[config.mk]
export PLATFORM = sky130hd
export DESIGN_NAME = parity_guard_ram
export DESIGN_NICKNAME = d
export VERILOG_FILES = /design/src/rtl/parity_guard_ram.sv
export SDC_FILE = /design/constraint.sdc
export NUM_CORES = 1
export LEC_CHECK = 0
export BUFFER_PORTS_ARGS = -buffer_cell sky130_fd_sc_hd__buf_2
export CAP_MARGIN = 30
export CELL_PAD_IN_SITES_DETAIL_PLACEMENT = 2
export CELL_PAD_IN_SITES_GLOBAL_PLACEMENT = 2
export CORE_AREA = 2 2 229 231
export CTS_BUF_LIST = sky130_fd_sc_hd__clkbuf_16
export CTS_CLUSTER_SIZE = 10
export DETAILED_ROUTE_END_ITERATION = 8
export DIE_AREA = 0 0 231 233
export MAX_ROUTING_LAYER = met4
export PLACE_DENSITY_LB_ADDON = 0.25
export SLEW_MARGIN = 0
export SYNTH_ARGS = -nofsm -noshare
export SYNTH_HDL_FRONTEND = slang
export SYNTH_SLANG_ARGS = --single-unit
[constraint.sdc]
create_clock -name clk -period 1.89 [get_ports clk]
set_input_delay 0.189 -clock clk [delete_from_list [all_inputs] [get_ports clk]]
set_output_delay 0.189 -clock clk [all_outputs]
set_load 0.03 [all_outputs]
[src/rtl/parity_guard_ram.sv]
module parity_guard_ram #(
  parameter int DW    = 16,
  parameter int DEPTH = 16,
  parameter int NGRP  = 4,
  parameter int AW    = $clog2(DEPTH)
) (
  input  logic          clk,
  input  logic          rst_n,
  input  logic          req_valid,
  input  logic          req_write,
  input  logic [AW-1:0] req_addr,
  input  logic [DW-1:0] req_wdata,
  output logic          rsp_valid,
  output logic [DW-1:0] rsp_rdata,
  output logic          rsp_perr,
  output logic          rsp_miss,
  input  logic          csr_write,
  input  logic [1:0]    csr_addr,
  input  logic [7:0]    csr_wdata,
  output logic [7:0]    csr_rdata,
  output logic [2:0]    irq
);

  function automatic logic [NGRP-1:0] grp_par(input logic [DW-1:0] d);
    logic [NGRP-1:0] p;
    p = '0;
    for (int i = 0; i < DW; i++) p[i % NGRP] = p[i % NGRP] ^ d[i];
    return p;
  endfunction

  logic [DW-1:0]   dmem [DEPTH];
  logic [NGRP-1:0] pmem [DEPTH];
  logic [DEPTH-1:0] vld;

  logic [1:0] arm;
  logic [2:0] status, ien;
  logic [1:0] cls_sel;
  logic       cache_on;

  logic [NGRP-1:0] rpar_q;
  logic            rvld_q, rinj_q;
  logic [AW-1:0]   raddr_q;

  logic wr_go, rd_go;
  assign wr_go = req_valid &  req_write;
  assign rd_go = req_valid & ~req_write;

  logic csr_arm, csr_stat, csr_cfg, csr_ien;
  assign csr_arm  = csr_write && csr_addr == 2'd0;
  assign csr_stat = csr_write && csr_addr == 2'd1;
  assign csr_cfg  = csr_write && csr_addr == 2'd2;
  assign csr_ien  = csr_write && csr_addr == 2'd3;

  logic [2:0] cls_oh;
  assign cls_oh = (cls_sel == 2'd0) ? 3'b001 :
                  (cls_sel == 2'd1) ? 3'b010 : 3'b100;

  logic chk_fail;
  assign chk_fail = (|(grp_par(rsp_rdata) ^ rpar_q)) ^ rinj_q;
  assign rsp_perr = rsp_valid & chk_fail;
  assign rsp_miss = rsp_valid & cache_on & (~rvld_q | chk_fail);

  logic [2:0] clr_mask;
  assign clr_mask = csr_stat ? csr_wdata[2:0] : 3'b000;

  always_ff @(posedge clk) begin
    if (wr_go) begin
      dmem[req_addr] <= req_wdata;
      pmem[req_addr] <= grp_par(req_wdata) ^ {NGRP{arm[0]}};
    end
    if (rd_go) begin
      rsp_rdata <= dmem[req_addr];
      rpar_q    <= pmem[req_addr];
    end
  end

  always_ff @(posedge clk or negedge rst_n) begin
    if (!rst_n) begin
      vld       <= '0;
      arm       <= '0;
      status    <= '0;
      ien       <= '0;
      cls_sel   <= '0;
      cache_on  <= 1'b0;
      rsp_valid <= 1'b0;
      rvld_q    <= 1'b0;
      rinj_q    <= 1'b0;
      raddr_q   <= '0;
    end else begin
      rsp_valid <= rd_go;
      if (rd_go) begin
        rvld_q  <= vld[req_addr];
        rinj_q  <= arm[1];
        raddr_q <= req_addr;
      end
      if (rsp_perr && cache_on) vld[raddr_q] <= 1'b0;
      if (wr_go) vld[req_addr] <= 1'b1;
      arm <= (arm & ~{rd_go, wr_go}) | (csr_arm ? csr_wdata[1:0] : 2'b00);
      status <= (status & ~clr_mask) | (rsp_perr ? cls_oh : 3'b000);
      if (csr_cfg) begin
        cls_sel  <= csr_wdata[1:0];
        cache_on <= csr_wdata[4];
      end
      if (csr_ien) ien <= csr_wdata[2:0];
    end
  end

  always_comb begin
    case (csr_addr)
      2'd0:    csr_rdata = {6'b0, arm};
      2'd1:    csr_rdata = {5'b0, status};
      2'd2:    csr_rdata = {3'b0, cache_on, 2'b0, cls_sel};
      default: csr_rdata = {5'b0, ien};
    endcase
  end

  assign irq = status & ien;

  a_r9_read_answers: assert property (@(posedge clk) disable iff (!rst_n)
    rd_go |=> rsp_valid);
  a_r9_write_silent: assert property (@(posedge clk) disable iff (!rst_n)
    wr_go |=> !rsp_valid);
  a_r5_sticky: assert property (@(posedge clk) disable iff (!rst_n)
    !(|($past(status) & ~status & ~$past(clr_mask))));
  a_r6_class_set: assert property (@(posedge clk) disable iff (!rst_n)
    rsp_perr |=> |(status & $past(cls_oh)));
  a_r3_one_shot: assert property (@(posedge clk) disable iff (!rst_n)
    (wr_go && arm[0] && !(csr_arm && csr_wdata[0])) |=> !arm[0]);
  a_r4_one_shot: assert property (@(posedge clk) disable iff (!rst_n)
    (rd_go && arm[1] && !(csr_arm && csr_wdata[1])) |=> !arm[1]);
  a_r8_miss_on_err: assert property (@(posedge clk) disable iff (!rst_n)
    (rsp_perr && cache_on) |-> rsp_miss);
  a_r8_line_dropped: assert property (@(posedge clk) disable iff (!rst_n)
    (rsp_perr && cache_on && !(wr_go && req_addr == raddr_q)) |=> !vld[$past(raddr_q)]);
  a_r8_no_miss_plain: assert property (@(posedge clk) disable iff (!rst_n)
    !cache_on |-> !rsp_miss);

endmodule

==> results.toml, run 1 <==
[route]
wirelength_um = 40000
post_drt_wl_per_cell_um = 25.6
postRouteAntennaNets = 0
first_iter_violations = 437
via_per_inst = 4.71
drc = 0
vias = 7366
drtPass1Iterations = 6

[logic_synthesis]
synth_ff_type = "edfxtp_1"
synth-seq-cells = 374
yosysTopAreaCell = "edfxtp_1"
synth_edf_count = 340
synthesis.area_um2 = 14700
synth_top_area_share_pct = 69.3
yosys_warnings = 0
ys_top_cells_by_area = "edfxtp_1 (69%), mux4_2 (16%), dfrtp_1 (5.8%), xnor2_1 (1.2%), nor2_1 (1.1%)"
yosysUniqueCellTypes = 33
synthCells = 681
yosysMostFrequentCell = "edfxtp_1"
async_flop_share_pct = 9.09
synth_area_per_cell_um2 = 21.6
synth_common_cells = "edfxtp_1 (340), mux4_2 (106), nor2_1 (43)"
seq_area_frac_synth_pct = 75.1

[run_status]
status = "finished with violations"
violations = "setup timing"

[clock_tree]
cts_tree = "done"
htree_levels = 2
cts_inserted_buffers = 44
clockBufferDepth = 3
cts_num_sinks = 374
path_clk_slew_ns = 0.06
root_buffer = "clkbuf_16"
clock_latency_ns = 0.57

[sta]
fmax_mhz = 363
holdWs_ns = 0.0369
rsz0062_at_grt = "true"
hold_viol = 0
fin_crit_ns = 2.76
slew_headroom_pct = 44.6
worst_pin_slew_ns = 0.831
setup_viol = 21
fin_crit_sh_pct = 146
slew_violations = 0
fin_skew_ns = 0.0202
setup_slack_ns = -0.866

[worst_setup_path]
cp-start-kind = "register"
required_ns = 1.70
cp.arrival_ns = 2.57
worstSetupPathType = "reg -> out"
cp_max_fo = 3
r2r_setup_slack_ns = -0.43
cp-end-kind = "output pin"

[power_and_ir_drop]
vdd_ir_drop_max_uv = 580
power.density_nw_per_um2 = 1020
p_leak_nw = 6.17

[min_path]
hold_path_class = "in -> reg"

[die]
ios = 65
die_y_um = 233
initial_utilization_pct = 28.8
die_area_um2 = 53800
std_cell_rows = 83
fp.dieW_um = 231
fp.coreArea_um2 = 51100

[global_route]
overflow = 0
grt_max_degree = 35
grt_antenna_before_repair = 0
grt_usage_pct = 15.8
grt_pass1_wl_um = 59200
grt_pass1_vias = 8296

[placed_design]
dp_hpwl_um = 25800
dp_cells = 1486
io_buffers = 56
gp_congestion = 0.729

[cells_and_area]
num_antenna_cells = 0
drive_gt1_share_pct = 40.6
fin_cells = 1565
syn2layout_area_growth_pct = 25.6
final_nets = 906

[flow_run]
max_cap_viol_count = 0
-- where the power goes --
part / switching, mW / internal [mW]
Sequential: 0.198 / 9.45
Clock: 3.22 / 4.16
Combinational: 0.998 / 0.880
Total: 4.42 / 14.5
-- state kept, by name, indices dropped and copies added, names as in the netlist --
| signal | cells |
|---|---|
| rvld_q | 1 |
| cache_on | 1 |
| rpar_q | 4 |
| ien | 3 |
| arm | 2 |
| rinj_q | 1 |
| status | 3 |
| cls_sel | 2 |
| dmem | 256 |
| rsp_rdata | 16 |
| pmem | 64 |
| vld | 16 |
| rsp_valid | 1 |
| raddr_q | 4 |
-- path summary, 6_finish.rpt --
check                                  end         start  cells after the start
worst max-delay path              rsp_miss  rsp_rdata[6]                      7
worst min-delay path            dmem[8][5]  req_wdata[5]                      2
worst max register to register     vld[14]  rsp_rdata[6]                      9
worst min register to register   status[1]     status[1]                      1
max in group asynchronous           arm[0]         rst_n                      2
min in group asynchronous       raddr_q[1]         rst_n                      2
-- cell type report --
| type | instances | area [µm²] |
|---|---|---|
| clock buffer | 44 | 1100 |
| clock inverter | 16 | 97.6 |
| fill | 4895 | 32600 |
| inverter | 3 | 11.3 |
| multi-input combinational | 271 | 3710 |
| sequential | 374 | 11100 |
| tap | 680 | 851 |
| timing repair buffer | 177 | 1670 |
-- stage by stage --
step | cell area [µm²] | power (mW) | utilization, % | setup WS, ns | setup TNS (ns)
floorplan | 14900 | 10.8 | - | -0.364 | -14.74
global placement | 17000 | 11.5 | 33.3 | -0.401 | -19.78
detailed placement | 17000 | 11.6 | 33.4 | -0.419 | -19.19
CTS | 18500 | 19.1 | 36.1 | -0.971 | -9.79
global route | 18500 | 19.6 | 36.2 | -0.983 | -11.74
finish | 18500 | 18.9 | 36.2 | -0.866 | -9.48
-- cells by family (layout without fill, tap and decap cells) --
kind of cell / Yosys count / count (layout) / synth area share [%]
other cells: 1 / 4 / 0.0255
compound gates: 23 / 23 / 0.926
xor+xnor: 29 / 29 / 2.10
mux: 125 / 125 / 17.6
simple gates: 90 / 90 / 3.08
buf+inv: 39 / 240 / 1.16
flops: 374 / 374 / 75.1
-- placed cells by master, fill, tap and decap left out, drive strengths merged --
| cell type | instances |
|---|---|
| o21a | 1 |
| dlygate4sd3 | 15 |
| nand4b | 5 |
| nand2 | 11 |
| clkinv | 6 |
| a22o | 1 |
| nor2b | 3 |
| nand4 | 2 |
| conb | 4 |
| buf | 162 |
| or4b | 2 |
| a21oi | 16 |
| nor3 | 8 |
| nand2b | 4 |
| nor4 | 1 |
| clkbuf | 44 |
| nor3b | 1 |
| mux2i | 7 |
| xnor2 | 21 |
| mux2 | 12 |
| xor2 | 4 |
| dfrtp | 34 |
| nor2 | 43 |
| nand3b | 2 |
| a32o | 3 |
| nand3 | 2 |
| or3 | 1 |
| and2 | 5 |
| inv | 13 |
| xnor3 | 4 |
| edfxtp | 340 |
| mux4 | 106 |
| o21ai | 2 |
-- worst max-delay path: stages (launching register included) --
cell,delay (ns)
edfxtp_1,0.40
xnor3_1,0.43
xnor2_2,0.18
nor4_4,0.39
buf_6,0.19
xnor2_4,0.08
o21a_2,0.21
buf_6,0.13
-- layer usage --
metal,up-vias,part of all wire (%),GRT usage (%)
met5,-,0,-
met1,4037,43,19.5
met4,0,1.8,3.93
met3,53,3.1,2.19
met2,111,52,27.5
li1,3165,-,-
-- repair_timing --
action                                  CTS  global route
pin swaps                                 4             2
hold buffers                             15             0
endpoints found under the setup margin   22            21
hold endpoints to repair                 69             0
gates resized for setup                  12             5
buffers inserted                          1             2
No activity file was read; power rests on OpenSTA's default activity.
==> run 2: changes to the inputs <==
--- a/constraint.sdc
+++ b/constraint.sdc
@@ -3,2 +3,2 @@
 set_output_delay 0.189 -clock clk [all_outputs]
-set_load 0.03 [all_outputs]
+set_load 0.005 [all_outputs]
==> run 2 against run 1 <==
Net effect:
- the run still ends with setup timing left
- hold slack gained 0.017 ns
- via count is the same
- first-iteration DRC count grew 30%
- sequential share of layout area shrank 0.085 points
- sequential power is essentially flat
- combinational power shrank 5%
- register-to-register slack gained 0.03 ns
- cell count grew 0.51%
- non-clock buffer count grew 8
- flip-flop and latch count is the same
- clock-buffer cell count grew 1
- fmax grew 4.7%
- largest power group unchanged
==> results.toml, run 2 (synthesis gave the netlist of run 1 again) <==
[run_status]
status = "finished with violations"
violations = "setup timing"

[worst_setup_path]
path_cells = "xnor3_2, xnor2_2, nor4_4, buf_12, xnor2_4, and2_1, buf_2"
worstSetupPathType = "reg -> out"
cp-startpoint = "rsp_rdata[4]"
cp.arrival_ns = 2.44
required_ns = 1.70
r2r_start = "rsp_rdata[4]"
critPathTopFamily = "XOR/XNOR gates"
rr_worst_depth = 9
cp-start-kind = "register"
crit_slowest_cell = "xnor3_2"
cp_max_fo = 3
r2r_setup_slack_ns = -0.40
cp-end-kind = "output pin"
cp_slowest_stage_delay_ns = 0.45
rr_endpoint = "status[1]"
cp.buffers_inverters = 2

[min_path]
whs_endpoint = "arm[0]"
hold_path_class = "in -> reg"
min_path_cells = 3
min_from = "req_valid"

[route]
drc = 0
drtPass1Iterations = 4
post_drt_wl_per_cell_um = 25.8
postRouteAntennaNets = 0
vias = 7366
via_per_inst = 4.68
wirelength_um = 40600
first_iter_violations = 566

[power_and_ir_drop]
p_leak_nw = 6.21
power.density_nw_per_um2 = 1010
vdd_ir_drop_max_uv = 497

[global_route]
grt_usage_pct = 16.0
grt_pass1_wl_um = 59900
grt_max_degree = 35
grt_pass1_vias = 8250
overflow = 0
grt_antenna_before_repair = 0

[clock_tree]
root_buffer = "clkbuf_16"
htree_levels = 2
path_clk_slew_ns = 0.05
clockBufferDepth = 3
cts_num_sinks = 374
cts_tree = "done"
cts_inserted_buffers = 44
clock_latency_ns = 0.55

[die]
fp.coreArea_um2 = 51100
std_cell_rows = 83
die_area_um2 = 53800
ios = 65
fp.dieW_um = 231
die_y_um = 233
initial_utilization_pct = 28.8

[sta]
worst_pin_slew_ns = 0.806
fin_crit_sh_pct = 139
holdWs_ns = 0.0543
hold_viol = 0
fin_crit_ns = 2.63
setup_slack_ns = -0.742
fmax_mhz = 380
slew_headroom_pct = 46.3
fin_tns_setup_ns = -7.53
rsz0062_at_grt = "true"
slew_violations = 0
setup_viol = 21
fin_skew_ns = 0.00876

[flow_run]
max_cap_viol_count = 0

[placed_design]
io_buffers = 56
postPlaceCellArea_um2 = 17100
gp_congestion = 0.715
dp_hpwl_um = 25400
post-place-ws_ns = -0.303

[cells_and_area]
layout_common_cells = "edfxtp_1 (340), mux4_2 (106), buf_4 (81)"
largest_reg_flops = 256
num_antenna_cells = 0
layout_commonest_cell = "edfxtp_1"
syn2layout_area_growth_pct = 25.8
design_area_um2 = 18500
nFillCells = 4949
largest-register = "dmem"
final_nets = 914
drive_gt1_share_pct = 40.5
top_regs = "dmem x256, pmem x64"
[run 2: worst max-delay path by stage]
stage / endpoint / slack [ns] / cells past startpoint
2_1_floorplan: dmem[12][0] / -0.17 / 3
3_3_place_gp: rsp_perr / -0.24 / 7
3_5_place_dp: rsp_perr / -0.30 / 7
4_1_cts: rsp_perr / -0.80 / 7
5_1_grt: rsp_perr / -0.85 / 7
6_report: rsp_perr / -0.74 / 7
[run 2: what timing repair did]
item | 4_1_cts | 5_1_grt
hold buffers | 15 | 0
resized for setup | 6 | 1
setup buffers | 4 | 4
endpoints found under the hold margin | 68 | 0
setup endpoints to repair | 54 | 21
pin swaps | 5 | 1
[run 2: final cells by class]
class	count	area [µm²]	share of cell area, %
multi-input combinational	271	3690	19.9
timing repair buffer	185	1710	9.24
clock inverter	15	73.8	0.398
sequential	374	11100	59.7
inverter	3	11.3	0.0608
clock buffer	45	1130	6.08
tap	680	851	4.59
[run 2: through the flow]
step	instances	utilization [%]	power (mW)
floorplan	684	-	10.7
global placement	1486	33.4	11.5
detailed placement	1488	33.4	11.5
CTS	1567	36.2	19.1
global route	1573	36.3	19.5
finish	1573	36.3	18.8
[run 2: worst reg2reg max path: stages (launching register included)]
cell      delay, ns
edfxtp_1       0.39
xnor3_2        0.45
xnor2_2        0.17
nor4_4         0.33
buf_12         0.17
xnor2_4        0.09
buf_4          0.14
buf_6          0.10
buf_4          0.12
a32o_1         0.20
[run 2: per-layer routing]
metal / vias up / wire length, µm / global-route usage [%]
met1: 4005 / 17300 / 20.0
met4: 0 / 670 / 3.75
met3: 56 / 1170 / 2.05
met2: 110 / 21400 / 27.7
li1: 3195 / - / -
met5: - / 0 / -
[run 2: where the power goes]
group	switching [mW]	total, mW	internal [mW]	leakage (nW)
Sequential	0.193	9.65	9.46	3.47
Clock	3.14	7.36	4.22	0.626
Combinational	0.896	1.79	0.895	2.11
Total	4.23	18.8	14.6	6.21
==> run 3: changes to the inputs <==
CORE_AREA = 2 2 294 180   (was 2 2 229 231)
DIE_AREA = 0 0 296 182   (was 0 0 231 233)
==> run 3 against run 2 <==
Net effect:
- the run still ends with setup timing left
- clock skew up 0.0017 ns
- utilization fell by 0.31 points
- flip-flop and latch count did not move
- largest cell class unchanged
- highest routed layer unchanged
- sequential power barely moved
==> results.toml, run 3 (synthesis gave the netlist of run 1 again) <==
[run_status]
status = "finished with violations"
violations = "setup timing"

[placed_design]
io_buffers = 56
dp_hpwl_um = 27300
gp_congestion = 0.731

[worst_setup_path]
path_cells = "xnor3_1, xnor2_1, nor4_4, buf_6, xnor2_4, and2_1, buf_2"
cp-end-kind = "output pin"
crit_slowest_cell = "xnor3_1"
rr_endpoint = "vld[7]"
cp.arrival_ns = 2.47
r2r_start = "rsp_rdata[9]"
cp-start-kind = "register"
cp.buffers_inverters = 2
rr_worst_depth = 8
r2r_setup_slack_ns = -0.37
required_ns = 1.70
critPathTopFamily = "XOR/XNOR gates"
cp_slowest_stage_delay_ns = 0.46
worstSetupPathType = "reg -> out"
cp_max_fo = 3

[route]
drtPass1Iterations = 4
vias = 7502
wirelength_um = 41800
postRouteAntennaNets = 0
post_drt_wl_per_cell_um = 26.1
drc = 0
via_per_inst = 4.68
first_iter_violations = 546

[flow_run]
max_cap_viol_count = 0

[sta]
setup_viol = 21
worst_pin_slew_ns = 0.574
fin_crit_ns = 2.66
rsz0062_at_grt = "true"
hold_viol = 0
slew_headroom_pct = 61.7
slew_violations = 0
holdWs_ns = 0.0534
fmax_mhz = 375
fin_crit_sh_pct = 141
fin_skew_ns = 0.0104
setup_slack_ns = -0.774

[clock_tree]
path_clk_slew_ns = 0.06
cts_num_sinks = 374
cts_inserted_buffers = 43
clockBufferDepth = 3
htree_levels = 2
root_buffer = "clkbuf_16"
clock_latency_ns = 0.54
cts_tree = "done"

[cells_and_area]
largest-register = "dmem"
final_nets = 916
syn2layout_area_growth_pct = 25.9
num_antenna_cells = 0
top_regs = "dmem x256, pmem x64"
nFillCells = 5010
layout_common_cells = "edfxtp_1 (340), mux4_2 (106), buf_4 (89)"
layout_commonest_cell = "edfxtp_1"
largest_reg_flops = 256
drive_gt1_share_pct = 40.8

[die]
ios = 65
die_y_um = 182
die_area_um2 = 53900
fp.coreArea_um2 = 51600
initial_utilization_pct = 28.6
std_cell_rows = 65
fp.dieW_um = 296

[global_route]
grt_max_degree = 25
grt_antenna_before_repair = 0
grt_pass1_wl_um = 61300
grt_pass1_vias = 8339
overflow = 0
grt_usage_pct = 16.5

[min_path]
min_path_cells = 2
hold_path_class = "in -> reg"
min_from = "req_valid"
whs_endpoint = "rsp_valid"

[power_and_ir_drop]
vdd_ir_drop_max_uv = 537
p_total_mw = 18.8
p_leak_nw = 6.22
power.density_nw_per_um2 = 1010
run 3: cell count changes in the layout (fill, tap and decap cells not counted), sizes merged:
| cell | previous run | this run |
|---|---|---|
| inv | 14 | 19 |
| dlygate4sd3 | 15 | 10 |
| clkbuf | 45 | 44 |
| buf | 170 | 178 |
| clkinv | 4 | 3 |
run 3: where the power goes:
part / switching [mW] / total, mW / leakage, nW / internal, mW
sequential: 0.216 / 9.67 / 3.47 / 9.45
clock: 3.16 / 7.30 / 0.639 / 4.14
combinational: 0.918 / 1.79 / 2.11 / 0.873
run 3: metal layers:
metal  routed length (µm)  global-route usage, %
met1                20100                   23.8
met2                19200                   24.7
met3                 1990                   2.97
met4                  581                   2.97
met5                    0                      -
run 3: final cells by class:
type / instances / area, µm² / share of cell area, %
clock buffer: 44 / 1100 / 5.94
clock inverter: 19 / 90.1 / 0.486
inverter: 3 / 11.3 / 0.0607
multi-input combinational: 271 / 3680 / 19.8
sequential: 374 / 11100 / 59.7
tap: 703 / 880 / 4.74
timing repair buffer: 188 / 1720 / 9.27
run 3: worst max-delay path by stage:
stage | start | end | slack, ns | depth (start not counted)
floorplan | req_addr[2] | dmem[12][0] | -0.17 | 3
global placement | rsp_rdata[2] | status[2] | -0.35 | 8
detailed placement | rsp_rdata[2] | status[2] | -0.38 | 8
CTS | rsp_rdata[8] | rsp_perr | -0.82 | 7
global route | rsp_rdata[12] | rsp_perr | -0.91 | 7
finish | rsp_rdata[9] | rsp_perr | -0.77 | 7
run 3: timing repair:
action,CTS,global route
setup buffers,3,1
hold buffers,10,0
endpoints found under the hold margin,53,0
pin swaps,1,0
gates resized for setup,5,1
endpoints found under the setup margin,22,22
run 3: worst reg2reg max path, delay by kind of cell (launching register included):
family / cells / cell delay [ns]
XOR/XNOR: 2 / 0.65
buffers and inverters: 3 / 0.49
multiplexers: 1 / 0.19
flip-flops: 1 / 0.43
AND/OR/NAND/NOR: 1 / 0.31
AO/OA/AOI/OAI: 1 / 0.08
run 3: through the flow:
| stage | cell area (µm²) | setup TNS [ns] | instances | setup WS [ns] | utilization [%] |
|---|---|---|---|---|---|
| CTS | 18500 | -8.64 | 1602 | -0.819 | 35.9 |
| finish | 18500 | -8.18 | 1602 | -0.774 | 36.0 |
| global placement | 17200 | -20.26 | 1523 | -0.349 | 33.3 |
| global route | 18500 | -10.94 | 1602 | -0.915 | 36.0 |
| detailed placement | 17200 | -15.64 | 1526 | -0.380 | 33.4 |
| floorplan | 14900 | -23.31 | 684 | -0.166 | - |
